`config.mk`:
```
export PLATFORM = sky130hd
export DESIGN_NAME = la_capture_ctrl
export DESIGN_NICKNAME = d
export VERILOG_FILES = /design/src/rtl/lacap_pkg.sv /design/src/rtl/lacap_seq.sv /design/src/rtl/lacap_wrport.sv /design/src/rtl/lacap_trig.sv /design/src/rtl/la_capture_ctrl.sv
export SDC_FILE = /design/constraint.sdc
export NUM_CORES = 1
export LEC_CHECK = 0
export BUFFER_PORTS_ARGS = -buffer_cell sky130_fd_sc_hd__buf_2
export CORE_MARGIN = 10
export CORE_UTILIZATION = 51
export DETAILED_ROUTE_END_ITERATION = 12
export PLACE_DENSITY_LB_ADDON = 0.15
export REMOVE_ABC_BUFFERS = 1
export SYNTH_ARGS = -nofsm -noshare
export SYNTH_HDL_FRONTEND = slang
export SYNTH_SLANG_ARGS = --single-unit
```
`constraint.sdc`:
```
create_clock -name clk -period 2.2 [get_ports clk]
set_input_delay 0.11 -clock clk [delete_from_list [all_inputs] [get_ports clk]]
set_output_delay 0.11 -clock clk [all_outputs]
set_load 0.1 [all_outputs]
```
`src/rtl/lacap_pkg.sv`:
```
// Shared types for the capture controller.
// Assumes: nothing beyond IEEE 1800-2017.
package lacap_pkg;

    // Sequencer state
    typedef enum logic {
        ST_IDLE = 1'b0,
        ST_RUN  = 1'b1
    } seq_state_e;

    // Trigger mode, encoding visible at the mode_i port
    typedef enum logic {
        TM_IMMEDIATE = 1'b0,
        TM_PATTERN   = 1'b1
    } trig_mode_e;

endpackage

```
`src/rtl/lacap_seq.sv`:
```
// Capture sequencer: accepts a start command from idle, latches the
// sample count, accepts strobes until that many samples are taken,
// then returns to idle with the completion flag raised.
// Assumes: start_i and samp_en_i are single-cycle synchronous pulses.
module lacap_seq #(
    parameter int AW = 10
) (
    input  logic          clk,
    input  logic          rst_n,
    input  logic          start_i,
    input  logic [AW:0]   count_i,
    input  logic          samp_en_i,
    output logic          run_o,
    output logic          arm_o,
    output logic          take_o,
    output logic [AW-1:0] idx_o,
    output logic          done_o
);
    import lacap_pkg::*;

    seq_state_e  state_q;
    logic [AW:0] cnt_q;
    logic [AW:0] cfg_q;
    logic        full;

    // Decode: start accepted only from idle, strobe accepted while room remains
    always_comb begin
        full   = (cnt_q == cfg_q);
        arm_o  = (state_q == ST_IDLE) && start_i;
        take_o = (state_q == ST_RUN) && samp_en_i && !full;
        run_o  = (state_q == ST_RUN);
        idx_o  = cnt_q[AW-1:0];
    end

    // State, sample counter, latched count and completion flag
    always_ff @(posedge clk) begin
        if (!rst_n) begin
            state_q <= ST_IDLE;
            cnt_q   <= '0;
            cfg_q   <= '0;
            done_o  <= 1'b0;
        end else begin
            case (state_q)
                ST_IDLE: begin
                    if (start_i) begin
                        state_q <= ST_RUN;
                        cnt_q   <= '0;
                        cfg_q   <= count_i;
                        done_o  <= 1'b0;
                    end
                end
                default: begin
                    if (full) begin
                        state_q <= ST_IDLE;
                        done_o  <= 1'b1;
                    end else if (take_o) begin
                        cnt_q <= cnt_q + 1'b1;
                    end
                end
            endcase
        end
    end

    AST_NO_OVERFLOW: assert property (@(posedge clk) disable iff (!rst_n)
        cnt_q <= cfg_q);

    AST_CNT_STEP: assert property (@(posedge clk) disable iff (!rst_n)
        run_o |=> (cnt_q == $past(cnt_q)) || (cnt_q == $past(cnt_q) + 1'b1));

    AST_DONE_IDLE: assert property (@(posedge clk) disable iff (!rst_n)
        done_o |-> !run_o);

    AST_CFG_HOLD: assert property (@(posedge clk) disable iff (!rst_n)
        (run_o && start_i) |=> $stable(cfg_q));

endmodule

```
`src/rtl/lacap_wrport.sv`:
```
// SRAM write port: the channel word taken on an accepted strobe is held
// in an internal register and presented to the SRAM one cycle later
// together with its address and a one-cycle write enable.
// Assumes: the SRAM captures address, data and enable on the clock edge.
module lacap_wrport #(
    parameter int AW = 10,
    parameter int CH = 16
) (
    input  logic          clk,
    input  logic          rst_n,
    input  logic          take_i,
    input  logic [AW-1:0] idx_i,
    input  logic [CH-1:0] chan_i,
    output logic [AW-1:0] sram_addr_o,
    output logic [CH-1:0] sram_data_o,
    output logic          sram_we_o
);
    // Hold the sample and its address for exactly one write cycle
    always_ff @(posedge clk) begin
        if (!rst_n) begin
            sram_addr_o <= '0;
            sram_data_o <= '0;
            sram_we_o   <= 1'b0;
        end else begin
            sram_we_o <= take_i;
            if (take_i) begin
                sram_addr_o <= idx_i;
                sram_data_o <= chan_i;
            end
        end
    end

    AST_DATA_HELD: assert property (@(posedge clk) disable iff (!rst_n)
        !take_i |=> $stable(sram_data_o) && $stable(sram_addr_o));

endmodule

```
`src/rtl/lacap_trig.sv`:
```
// Trigger recorder: on start, latches the mode and presets the flag and
// position (set and zero for immediate, clear and all ones for pattern).
// In pattern mode the first hit on an accepted strobe records that
// sample's address.
// Assumes: trig_hit_i is aligned with the strobe of the matching sample.
module lacap_trig #(
    parameter int AW = 10
) (
    input  logic          clk,
    input  logic          rst_n,
    input  logic          arm_i,
    input  logic          mode_i,
    input  logic          take_i,
    input  logic [AW-1:0] idx_i,
    input  logic          hit_i,
    output logic          flag_o,
    output logic [AW-1:0] pos_o
);
    import lacap_pkg::*;

    trig_mode_e mode_q;

    // Preset on start, record first qualified hit in pattern mode
    always_ff @(posedge clk) begin
        if (!rst_n) begin
            mode_q <= TM_IMMEDIATE;
            flag_o <= 1'b0;
            pos_o  <= '1;
        end else if (arm_i) begin
            mode_q <= trig_mode_e'(mode_i);
            if (trig_mode_e'(mode_i) == TM_IMMEDIATE) begin
                flag_o <= 1'b1;
                pos_o  <= '0;
            end else begin
                flag_o <= 1'b0;
                pos_o  <= '1;
            end
        end else if (mode_q == TM_PATTERN && !flag_o && take_i && hit_i) begin
            flag_o <= 1'b1;
            pos_o  <= idx_i;
        end
    end

    AST_IMM_POS_ZERO: assert property (@(posedge clk) disable iff (!rst_n)
        (flag_o && mode_q == TM_IMMEDIATE) |-> (pos_o == '0));

    AST_POS_HELD: assert property (@(posedge clk) disable iff (!rst_n)
        (flag_o && !arm_i) |=> $stable(pos_o) && flag_o);

    AST_NOFLAG_ONES: assert property (@(posedge clk) disable iff (!rst_n)
        !flag_o |-> (pos_o == '1));

endmodule

```
`src/rtl/la_capture_ctrl.sv`:
```
// Logic-analyzer capture controller top: ties the sequencer, SRAM write
// port and trigger recorder together for one acquisition per start.
// Assumes: all inputs are synchronous to clk; count_i <= 2**AW.
module la_capture_ctrl #(
    parameter int AW = 10,
    parameter int CH = 16
) (
    input  logic          clk,
    input  logic          rst_n,
    input  logic          start_i,
    input  logic [AW:0]   count_i,
    input  logic          mode_i,
    input  logic          samp_en_i,
    input  logic [CH-1:0] chan_i,
    input  logic          trig_hit_i,
    output logic [AW-1:0] sram_addr_o,
    output logic [CH-1:0] sram_data_o,
    output logic          sram_we_o,
    output logic          busy_o,
    output logic          done_o,
    output logic          trig_flag_o,
    output logic [AW-1:0] trig_pos_o
);
    logic          arm;
    logic          take;
    logic [AW-1:0] idx;

    lacap_seq #(.AW(AW)) u_seq (
        .clk       (clk),
        .rst_n     (rst_n),
        .start_i   (start_i),
        .count_i   (count_i),
        .samp_en_i (samp_en_i),
        .run_o     (busy_o),
        .arm_o     (arm),
        .take_o    (take),
        .idx_o     (idx),
        .done_o    (done_o)
    );

    lacap_wrport #(.AW(AW), .CH(CH)) u_wr (
        .clk         (clk),
        .rst_n       (rst_n),
        .take_i      (take),
        .idx_i       (idx),
        .chan_i      (chan_i),
        .sram_addr_o (sram_addr_o),
        .sram_data_o (sram_data_o),
        .sram_we_o   (sram_we_o)
    );

    lacap_trig #(.AW(AW)) u_trig (
        .clk    (clk),
        .rst_n  (rst_n),
        .arm_i  (arm),
        .mode_i (mode_i),
        .take_i (take),
        .idx_i  (idx),
        .hit_i  (trig_hit_i),
        .flag_o (trig_flag_o),
        .pos_o  (trig_pos_o)
    );

    AST_WE_IN_RUN: assert property (@(posedge clk) disable iff (!rst_n)
        sram_we_o |-> $past(busy_o));

    AST_START_CLEARS_DONE: assert property (@(posedge clk) disable iff (!rst_n)
        (!busy_o && start_i) |=> (busy_o && !done_o));

endmodule

```
# == After elaboration in Yosys (flattened, before gate mapping) ==
# Cells that the tools add are included.
# word_totals
reg_bits,63
inputBits,33
out_inout_bits,40
wordCells,45
# classes
add_sub_neg,1
eq_ne,4
n_mux,16
n_bitwise,1
reduce_logical,13
# ops
operator,n
two-way mux 11 bit,4
two-way mux 10 bit,3
adder 11 x 1 -> 11 bit (second input constant),1
equality test 11 bit,1
two-way mux 1 bit,9
logical AND 1 bit,6
inequality test 2 bit (second input constant),2
AND reduction 2 bit,2
nonzero test 2 bit,2
AND reduction 3 bit,1
logical NOT 1 bit,2
inequality test 2 x 1 -> 1 bit (second input constant),1
inverter 1 bit,1

# == Longest topological paths before layout ==
# depth
depth_word,7
depth_mapped,8
depth_no_buf,5

# == Modules after synthesis ==
# A second synthesis with hierarchy kept.
# unflattened
cells_unflattened,301
hier_area_um2,2921.6
# by_module_without_submodules
module,instances,cells_each,area_each_um2,seq_area_each_um2
lacap_seq,1,152,1295.0,480.5
lacap_wrport,1,85,1028.5,540.5
lacap_trig,1,64,598.1,240.2

# == Worst setup path after synthesis ==
# Ideal clock, no wire load.
# synth_path
kind,register to register
start,register u_seq.state_q (netlist: u_seq.run_o)
end,register u_seq.cnt_q[8]
setup_time_ns,0.123
arrival_time_ns,2.039
required_time_ns,2.077
path_slack_ns,0.037
path_stages_with_launch,6
path_buffers,1
period_less_slack_ns,2.163
cell_sequence,dfxtp_1 -> and2_1 -> o31ai_2 -> buf_4 -> nor3_1 -> mux2_1
# synth_between
elab_chain_len,4
elab_cells_between_ends,7
cone_classes,eq/ne (2); mux (1); reduce/logical (4)
# synth_lines
element,line,text
from (decl),lacap_seq.sv:21,seq_state_e state_q;
from (signal assigned),lacap_seq.sv:38,state_q <= ST_IDLE;
from (signal assigned),lacap_seq.sv:46,state_q <= ST_RUN;
from (signal assigned),lacap_seq.sv:54,state_q <= ST_IDLE;
logical AND 1 bit (2 in series),lacap_seq.sv:30,take_o = (state_q == ST_RUN) && samp_en_i && !full;
inequality test 2 x 1 -> 1 bit (no source line),--,
AND reduction 3 bit (no source line),--,
to (signal assigned),lacap_seq.sv:57,cnt_q <= cnt_q + 1'b1;
to (decl),lacap_seq.sv:22,logic [AW:0] cnt_q;
# Parallel ways exist; a longest one is shown, timed or not.
# A chain may end at the register's enable or synchronous reset.

# == Worst setup path in the final report ==
# layout_path
start,register u_seq.cnt_q[0]
end,register u_trig.pos_o[8]
# layout_between
elab_chain_len,6
# layout_lines
element,line,text
equality test 11 bit,lacap_seq.sv:28,full = (cnt_q == cfg_q);
logical NOT 1 bit,lacap_seq.sv:30,
logical AND 1 bit,lacap_seq.sv:30,
logical AND 1 bit (2 in series),lacap_trig.sv:38,end else if (mode_q == TM_PATTERN && !flag_o && take_i && hit_i) begin
nonzero test 2 bit (no source line),--,
to (signal assigned),lacap_trig.sv:40,pos_o <= idx_i;
to (decl),lacap_trig.sv:17,output logic [AW-1:0] pos_o
# Every way passes these cells.

==> flow_summary.yaml <==
synthesis:
  postSynthAreaPerCell_um2: 8.21
  synth_area_leaders: "dfxtp_1 50%, nand2_1 14%, a21oi_1 9.8%, xnor2_1 3.8%, nand3_1 3.1%"
  synth_top_area_share_pct: 49.6
  synth_fa_ha_area_share_pct: 0.492
  yosysTopAreaCell: "dfxtp_1"
  seq_area_frac_synth_pct: 49.6
  synth_cells: 310
  yosysWarnings: 0
  syn_area_mm2: 0.00254
  synth_top_family_by_area: "simple AND/OR/NAND/NOR gates"
  synth_compound_area_share_pct: 16.7
  synth_cell_type_count: 34
  synthMuxAreaShare_pct: 0.442
  yosys_register_bits: 63
  synth-xor-area-share_pct: 3.79
  yosys.area_share.simple_pct: 23.8
worst_setup_path:
  worst-path-buf-inv: 0
  crit_family: "compound AO/OA/AOI/OAI gates"
  cp_data_arrival_time_ns: 2.16
  crit_chain: "xnor2_1 > nand4_1 > o31a_1 > and2_1 > o311a_1"
  cpMaxStageDelayCell: "dfxtp_1"
  cp_slowest_stage_delay_ns: 0.47
  critPathMaxFanout: 11
  cp.required_ns: 2.42
  end_kind: "flop"
  critPathKind: "flop to flop"
  critPathLaunchType: "flop"
timing:
  fin_crit_ns: 1.93
  rsz0062_at_grt: "false"
  hold_viol: 0
  fin_ws_ns: 0.267
  skew_ns: 0.00398
  fin_hold_ws_ns: 0.00225
  setup_viol: 0
  relSlewSlack_pct: 61.4
  max_freq_mhz: 517
  slew_violations: 0
  worst_pin_slew_ns: 0.577
  period_share_pct: 87.9
global_routing:
  grt-ovfl-total: 0
  grt_pass1_wl_um: 11200
  grt_max_degree: 42
  grt_pass1_vias: 2322
  grtUsageTotal_pct: 16.5
  grt_antenna_before_repair: 0
clocking:
  cts.sinks: 63
  post_cts_buffers: 0
  htree_levels: 3
  clk_latency_ns: 0.34
  cts-root-buf: "clkbuf_8"
  ctsLongestPathBuffers: 2
  cts_resized: 0
  path_clk_slew_ns: 0.07
  cts_tree: "yes"
  cts_hold_buf: 11
  cts_buffers: 9
power:
  max-vdd-ir-drop_uv: 562
  power.leakage_nw: 1.35
  power.density_mw_per_mm2: 850
hold_path:
  hold_path.class: "input pin to flop"
floorplan:
  die-height_um: 90.6
  die_x_um: 90.6
  io_pins: 73
  initial_utilization_pct: 53.2
  coreArea_mm2: 0.00479
  die_area_mm2: 0.00822
  rows: 25
placement:
  gp_congestion: 0.864
  placed_cell_area_mm2: 0.00299
  dp.cells: 440
  io_buffers: 72
  preCtsSetupSlack_ns: 0.307
  dp_hpwl_um: 4650
cells_and_area:
  drive_above_1_share_pct: 25.5
  areaGrowthSynthToFinish_pct: 29.9
  nets: 429
  fill_cells: 393
  fin_area_mm2: 0.00331
  multi_input_area_mm2: 0.00116
  n_antenna_cell: 0
  final-instance-count-excl-fill: 467
  regArea_mm2: 0.00126
drt:
  viasPerCell: 5.32
  drt_iter0_drc: 195
  wl_per_cell_um: 14.8
  ant_nets: 0
  vias: 2486
  wirelength_um: 6920
  drc_errors: 0
  dr.pass1.iters: 5
run_status:
  status: "finished clean"
run:
  drv_cap: 0
-- registers in the layout, summed over array words and instances, names as in the netlist --
name and count:
u_wr.sram_data_o 16, u_seq.cfg_q 11, u_seq.cnt_q 11, u_trig.pos_o 10, u_wr.sram_addr_o 10, u_seq.done_o 1
u_seq.run_o 1, u_trig.flag_o 1, u_trig.mode_q 1, u_wr.sram_we_o 1
-- worst paths after layout --
check / depth (start not counted) / startpoint / end / slack (ns)
max: 5 / u_seq.cnt_q[0] / u_trig.pos_o[8] / 0.27
min: 3 / chan_i[12] / u_wr.sram_data_o[12] / 0.002
max reg2reg: 5 / u_seq.cnt_q[0] / u_trig.pos_o[8] / 0.27
min reg2reg: 2 / u_wr.sram_addr_o[9] / u_wr.sram_addr_o[9] / 0.45
-- cell type report --
class                           count  share of cell area, %
Clock buffer                       13                   5.11
Timing Repair Buffer               97                   17.8
Sequential cell                    63                   38.1
Clock inverter                      3                   1.21
Tap cell                           67                   2.53
Multi-Input combinational cell    223                   35.1
Inverter                            1                  0.114
-- worst register-to-register path: stages, from the launching register on --
cell and delay [ns]:
dfxtp_1 0.47, xnor2_1 0.16, nand4_1 0.22, o31a_1 0.37
and2_1 0.26, o311a_1 0.33
-- power by group --
part / switching, W / internal (W)
logic: 0.000421 / 0.000123
registers: 0.0000303 / 0.00119
clock network: 0.000433 / 0.000613
total: 0.000885 / 0.00193
-- cells in the final DEF, fill, tap and decap left out, types with 3 or more instances in the layout --
master,instances
xnor2_1,11
a21oi_1,50
o311a_1,4
or4_1,3
nor2_1,6
o21ai_0,3
clkbuf_8,12
nand2_1,92
buf_2,72
dfxtp_1,63
buf_4,13
dlygate4sd3_1,11
o31ai_1,3
or3_1,5
nand4_1,4
o211ai_1,6
nand3_1,16
-- stage by stage --
stage / setup TNS, ns / utilization, % / power, W
finish: 0 / 69.1 / 0.00281
global route: 0 / 69.1 / 0.00291
CTS: 0 / 69.1 / 0.00282
detailed placement: 0 / 62.4 / 0.00177
global placement: 0 / 62.4 / 0.00177
floorplan: -16.72 / - / 0.00164
-- logic make-up (layout without fill, tap and decap cells) --
kind of cell | count (synthesis) | in the layout
buf+inv | 24 | 114
mux | 1 | 1
fa+ha+maj | 1 | 1
compound gates | 72 | 72
xor+xnor | 11 | 11
flops | 63 | 63
simple gates | 138 | 138
-- metal layers --
| layer | share of wire, % | GRT usage [%] | vias to the layer above |
|---|---|---|---|
| met4 | 1.3 | 6.10 | 0 |
| met2 | 48 | 25.9 | 86 |
| met3 | 6.9 | 5.32 | 10 |
| met5 | 0 | 0 | - |
| met1 | 44 | 20.4 | 1159 |
| li1 | - | - | 1231 |
-- synthesized netlist by cell type (all sizes together) --
| library cell | n |
|---|---|
| nand2 | 92 |
| nand4 | 4 |
| nor2 | 6 |
| o311ai | 2 |
| xnor2 | 11 |
| o31ai | 4 |
| or2 | 1 |
| o21ai | 4 |
| and4 | 1 |
| mux2 | 1 |
| o31a | 2 |
| a21oi | 50 |
| and3b | 1 |
| ha | 1 |
| nand2b | 2 |
| clkbuf | 10 |
| o311a | 4 |
| nor2b | 1 |
| or4 | 3 |
| inv | 1 |
| or3 | 5 |
| nand4b | 1 |
| nand3 | 16 |
| and2 | 2 |
| dfxtp | 63 |
| nor3 | 2 |
| buf | 13 |
| and3 | 1 |
| o211ai | 6 |
No activity file was read; power rests on OpenSTA's default activity.
